--- src/rtl/exs_ctrl_pkg.sv ---
package exs_ctrl_pkg;
  localparam int CLS_W = 3;

  typedef enum logic [CLS_W-1:0] {
    CLS_ALU    = 3'd0,
    CLS_CSR    = 3'd1,
    CLS_LOAD   = 3'd2,
    CLS_STORE  = 3'd3,
    CLS_JUMP   = 3'd4,
    CLS_BRANCH = 3'd5,
    CLS_FENCEI = 3'd6,
    CLS_RSVD   = 3'd7
  } instr_cls_e;

  typedef enum logic [1:0] {
    ST_IDLE       = 2'd0,
    ST_BR_TARGET  = 2'd1,
    ST_WAIT_FETCH = 2'd2,
    ST_WAIT_LSU   = 2'd3
  } exs_state_e;

  typedef struct packed {
    logic mem;
    logic load;
    logic redirect;
    logic branch;
  } cls_flags_t;
endpackage

--- src/rtl/exs_class_decode.sv ---
module exs_class_decode
  import exs_ctrl_pkg::*;
(
  input  logic             valid_i,
  input  logic [CLS_W-1:0] cls_i,
  output cls_flags_t       flags_o
);
  instr_cls_e cls;

  always_comb begin
    cls            = instr_cls_e'(cls_i);
    flags_o        = '0;
    if (valid_i) begin
      flags_o.mem      = (cls == CLS_LOAD) || (cls == CLS_STORE);
      flags_o.load     = (cls == CLS_LOAD);
      flags_o.redirect = (cls == CLS_JUMP) || (cls == CLS_FENCEI);
      flags_o.branch   = (cls == CLS_BRANCH);
    end
  end
endmodule

--- src/rtl/exs_fetch_tracker.sv ---
module exs_fetch_tracker (
  input  logic clk,
  input  logic rst_n,
  input  logic issue_i,
  input  logic gnt_i,
  output logic pc_set_o,
  output logic pend_o
);
  logic pend_q, pend_d, pend_en;

  // request stays pending until the instruction memory grants it
  assign pend_en  = issue_i | gnt_i;
  assign pend_d   = (issue_i | pend_q) & ~gnt_i;
  assign pc_set_o = issue_i | pend_q;
  assign pend_o   = pend_q;

  always_ff @(posedge clk or negedge rst_n) begin
    if (!rst_n)       pend_q <= 1'b0;
    else if (pend_en) pend_q <= pend_d;
  end
endmodule

--- src/rtl/exs_ctrl_fsm.sv ---
module exs_ctrl_fsm
  import exs_ctrl_pkg::*;
(
  input  logic       clk,
  input  logic       rst_n,
  input  cls_flags_t flags_i,
  input  logic       br_taken_i,
  input  logic       dmem_rvalid_i,
  input  logic       dmem_err_i,
  input  logic       fetch_pend_i,
  input  logic       imem_rvalid_i,
  output logic       stall_o,
  output logic       alu_phase_o,
  output logic       issue_o,
  output logic       rf_we_o,
  output logic       exc_o
);
  exs_state_e st_q, st_d;
  logic       is_load_q, is_load_d, load_en;

  always_comb begin
    st_d        = st_q;
    stall_o     = 1'b0;
    alu_phase_o = 1'b0;
    issue_o     = 1'b0;
    rf_we_o     = 1'b0;
    exc_o       = 1'b0;
    load_en     = 1'b0;
    is_load_d   = is_load_q;
    unique case (st_q)
      ST_IDLE: begin
        if (flags_i.mem) begin
          stall_o   = 1'b1;
          load_en   = 1'b1;
          is_load_d = flags_i.load;
          st_d      = ST_WAIT_LSU;
        end else if (flags_i.redirect) begin
          stall_o = 1'b1;
          issue_o = 1'b1;
          st_d    = ST_WAIT_FETCH;
        end else if (flags_i.branch && br_taken_i) begin
          stall_o = 1'b1;
          st_d    = ST_BR_TARGET;
        end
      end
      ST_BR_TARGET: begin
        stall_o     = 1'b1;
        alu_phase_o = 1'b1;
        issue_o     = 1'b1;
        st_d        = ST_WAIT_FETCH;
      end
      ST_WAIT_FETCH: begin
        if (!fetch_pend_i && imem_rvalid_i) st_d = ST_IDLE;
        else                                stall_o = 1'b1;
      end
      ST_WAIT_LSU: begin
        if (dmem_rvalid_i) begin
          st_d    = ST_IDLE;
          rf_we_o = is_load_q & ~dmem_err_i;
          exc_o   = dmem_err_i;
        end else begin
          stall_o = 1'b1;
        end
      end
      default: st_d = ST_IDLE;
    endcase
  end

  always_ff @(posedge clk or negedge rst_n) begin
    if (!rst_n)              st_q <= ST_IDLE;
    else if (st_d != st_q)   st_q <= st_d;
  end

  always_ff @(posedge clk or negedge rst_n) begin
    if (!rst_n)       is_load_q <= 1'b0;
    else if (load_en) is_load_q <= is_load_d;
  end
endmodule

--- src/rtl/exs_stall_ctrl.sv ---
module exs_stall_ctrl
  import exs_ctrl_pkg::*;
(
  input  logic             clk,
  input  logic             rst_n,
  input  logic             id_valid_i,
  input  logic [CLS_W-1:0] id_class_i,
  input  logic             br_taken_i,
  input  logic             dmem_rvalid_i,
  input  logic             dmem_err_i,
  input  logic             imem_gnt_i,
  input  logic             imem_rvalid_i,
  output logic             stall_o,
  output logic             alu_phase_o,
  output logic             fetch_flush_o,
  output logic             pc_set_o,
  output logic             rf_load_we_o,
  output logic             lsu_exc_o
);
  cls_flags_t flags;
  logic       issue, pend;

  exs_class_decode u_dec (
    .valid_i (id_valid_i),
    .cls_i   (id_class_i),
    .flags_o (flags)
  );

  exs_ctrl_fsm u_fsm (
    .clk           (clk),
    .rst_n         (rst_n),
    .flags_i       (flags),
    .br_taken_i    (br_taken_i),
    .dmem_rvalid_i (dmem_rvalid_i),
    .dmem_err_i    (dmem_err_i),
    .fetch_pend_i  (pend),
    .imem_rvalid_i (imem_rvalid_i),
    .stall_o       (stall_o),
    .alu_phase_o   (alu_phase_o),
    .issue_o       (issue),
    .rf_we_o       (rf_load_we_o),
    .exc_o         (lsu_exc_o)
  );

  exs_fetch_tracker u_ftr (
    .clk      (clk),
    .rst_n    (rst_n),
    .issue_i  (issue),
    .gnt_i    (imem_gnt_i),
    .pc_set_o (pc_set_o),
    .pend_o   (pend)
  );

  // flush only on the first redirect cycle
  assign fetch_flush_o = issue;
endmodule

--- config.mk ---
export PLATFORM = sky130hd
export DESIGN_NAME = exs_stall_ctrl
export DESIGN_NICKNAME = d
export VERILOG_FILES = /design/src/rtl/exs_ctrl_pkg.sv /design/src/rtl/exs_class_decode.sv /design/src/rtl/exs_fetch_tracker.sv /design/src/rtl/exs_ctrl_fsm.sv /design/src/rtl/exs_stall_ctrl.sv
export SDC_FILE = /design/constraint.sdc
export NUM_CORES = 1
export LEC_CHECK = 0
export ABC_AREA = 1
export BUFFER_PORTS_ARGS = -buffer_cell sky130_fd_sc_hd__buf_2
export CAP_MARGIN = 20
export CORE_AREA = 3 3 40 42
export DETAILED_ROUTE_END_ITERATION = 7
export DIE_AREA = 0 0 43 45
export PLACE_DENSITY = 0.54
export SLEW_MARGIN = 40
export SYNTH_ARGS = -nofsm -noshare
export SYNTH_HDL_FRONTEND = slang
export SYNTH_HIERARCHICAL = 1
export SYNTH_SLANG_ARGS = --single-unit
--- constraint.sdc ---
create_clock -name clk -period 1.4 [get_ports clk]
set_clock_uncertainty 0.2 [all_clocks]
set_input_delay 0.14 -clock clk [delete_from_list [all_inputs] [get_ports clk]]
set_output_delay 0.14 -clock clk [all_outputs]
set_load 0.03 [all_outputs]
==> flow_metrics.env <==
export IMPL_yosys_warnings=6
export IMPL_start_kind="flop"
export IMPL_postSynthAreaPerCell_um2=6.05
export IMPL_synth_seq_area_share=0.345
export IMPL_setup_violations_final=4
export IMPL_fin_crit_sh=1.04
export IMPL_cts_sinks=4
export IMPL_grt_overflow_total=0
export IMPL_multiInputGateArea_um2=180
export IMPL_wl_per_cell_um=8.47
export IMPL_drc=0
export IMPL_grt_pass1_vias=368
export IMPL_syn_to_final_growth_pct=83.6
export IMPL_violations="setup timing"
export IMPL_syn_nets=59
export IMPL_ir_drop_uv=532
export IMPL_status="finished with violations"
export IMPL_finalSetupTns_ns=-0.144
export IMPL_fillCellCount=141
export IMPL_routed_wirelength_um=762
export IMPL_first_pass_iters=1
export IMPL_min_path_type="primary input to flop"
export IMPL_start_util=0.226
export IMPL_grt_pass1_wl_um=1360
export IMPL_netlist_area_um2=290
export IMPL_numPortBuffers=16
export IMPL_worstPathRequired_ns=1.06
export IMPL_crit_type="flop to output port"
export IMPL_layout_setup_ws_ns=-0.0606
export IMPL_final_cells=90
export IMPL_seqCellArea_um2=103
export IMPL_routed_via_count=371
export IMPL_cts_made_buffers=3
export IMPL_die_area_um2=1940
export IMPL_die_x_um=43
export IMPL_rsz0062_at_grt="true"
export IMPL_ys_seq_elements=4
export IMPL_cts_path_max_buffers=2
export IMPL_finalWeightedCongestion=0.784
export IMPL_fin_crit_ns=1.46
export IMPL_dp_cells=81
export IMPL_h_tree_depth=1
export IMPL_layout_cells_most_common="nand2_1"
export IMPL_dpl_hpwl_um=558
export IMPL_grt_antenna_before_repair=0
export IMPL_path_clk_slew_ns=0.03
export IMPL_drive_gt1_frac=0.493
export IMPL_syn_inst=48
export IMPL_cp_end_kind="output port"
export IMPL_placed_area_um2=415
export IMPL_slew_viol_final=0
export IMPL_ys_types=10
export IMPL_cap_viol_max_count=0
export IMPL_num_io_pins=17
export IMPL_drt_iter0_drc=0
export IMPL_clock_latency_ns=0.23
export IMPL_power_density_nw_per_um2=1300
export IMPL_via_per_inst=4.12
export IMPL_leakagePower_nw=0.302
export IMPL_slew_headroom=0.880
export IMPL_worst_pin_slew_ns=0.179
export IMPL_rows=13
export IMPL_crit_arrival_ns=1.12
export IMPL_fin_area_um2=533
export IMPL_crit_fanout=4
export IMPL_grt_max_degree=6
export IMPL_max_freq_mhz=685
export IMPL_final_util=0.415
export IMPL_core_um2=1280
export IMPL_ant_nets=0
export IMPL_place_worst_setup_slack_ns=0.0361
export IMPL_hold_slack_ns=0.0224
export IMPL_layout_nets=88
export IMPL_finalHoldViolations=0
export IMPL_cts_root_buffer="clkbuf_4"
export IMPL_chipHeight_um=45
export IMPL_grt_util_all_layers=0.0962
export IMPL_antenna_cells=0
export IMPL_final_cell_mix="12 x nand2_1, 11 x buf_2, 9 x buf_4, 9 x inv_1, 7 x nor2_1"
export IMPL_p_total_mw=0.694
export IMPL_tritoncts="done"
-- power by group --
group / internal (mW) / switching (mW) / total, mW
combinational: 0.179 / 0.186 / 0.364
clock: 0.0957 / 0.0445 / 0.140
sequential: 0.144 / 0.0450 / 0.189
total: 0.419 / 0.275 / 0.694
-- path summary, 6_finish.rpt --
check	cells past startpoint	end	start	slack, ns
min	3	u_fsm/st_q[0]$_DFFE_PN0P_	dmem_rvalid_i	0.02
max in group asynchronous	2	u_fsm/st_q[0]$_DFFE_PN0P_	rst_n	0.78
max	5	stall_o	u_fsm/st_q[0]$_DFFE_PN0P_	-0.06
min reg2reg	2	u_fsm/is_load_q$_DFFE_PN0P_	u_fsm/is_load_q$_DFFE_PN0P_	0.29
min in group asynchronous	2	u_ftr/pend_o$_DFFE_PN0P_	rst_n	0.08
max reg2reg	6	u_fsm/st_q[1]$_DFFE_PN0P_	u_fsm/st_q[1]$_DFFE_PN0P_	0.03
-- flip-flops by register name (all words and copies together), names as in the netlist --
register         count
u_fsm/is_load_q      1
u_fsm/st_q           2
u_ftr/pend_o         1
-- cell type report --
class	instances	share of cell area
multi-input combinational	33	0.338
timing repair buffer	24	0.310
tap	15	0.0352
clock buffer	3	0.0423
inverter	11	0.0822
sequential	4	0.192
-- repair_timing --
item | 4_1_cts | 5_1_grt
setup endpoints to repair | 5 | 6
hold buffers | 2 | 0
pin swaps | 4 | 1
gates resized for setup | 15 | 2
hold endpoints to repair | 5 | 0
buffers inserted | 4 | 0
-- cell families (layout without fill, tap and decap cells) --
logic type | Yosys count | after routing | share of synthesized area
AOI/OAI and AO/OA | 2 | 2 | 0.0344
buffers and inverters | 11 | 38 | 0.142
DFF | 4 | 4 | 0.345
and+or+nand+nor | 31 | 31 | 0.478
-- worst max-delay path: stages, from the launching register on --
cell     delay [ns]
dfrtp_2        0.45
nor2_4         0.15
inv_2          0.04
nand3_2        0.07
nand2_2        0.05
buf_6          0.13
-- synthesized netlist by cell type --
library cell / number / area, µm²
inv_1: 11 / 41.3
nand2_1: 13 / 48.8
nand3b_1: 1 / 7.51
nor2_1: 8 / 30.0
nor2_2: 2 / 12.5
dfrtp_1: 4 / 100
o21ai_1: 1 / 5.00
nand3_1: 6 / 30.0
a21oi_1: 1 / 5.00
nand3_2: 1 / 10.0
-- routing by layer --
| metal | up-vias | part of all wire | wire (µm) | track usage |
|---|---|---|---|---|
| li1 | 200 | - | - | - |
| met1 | 160 | 0.41 | 313 | 0.108 |
| met2 | 9 | 0.52 | 398 | 0.165 |
| met3 | 2 | 0.046 | 35 | 0.0159 |
| met4 | 0 | 0.020 | 15 | 0.0723 |
| met5 | - | 0 | 0 | 0 |
Note: power is estimated with default switching activity, not from simulation.
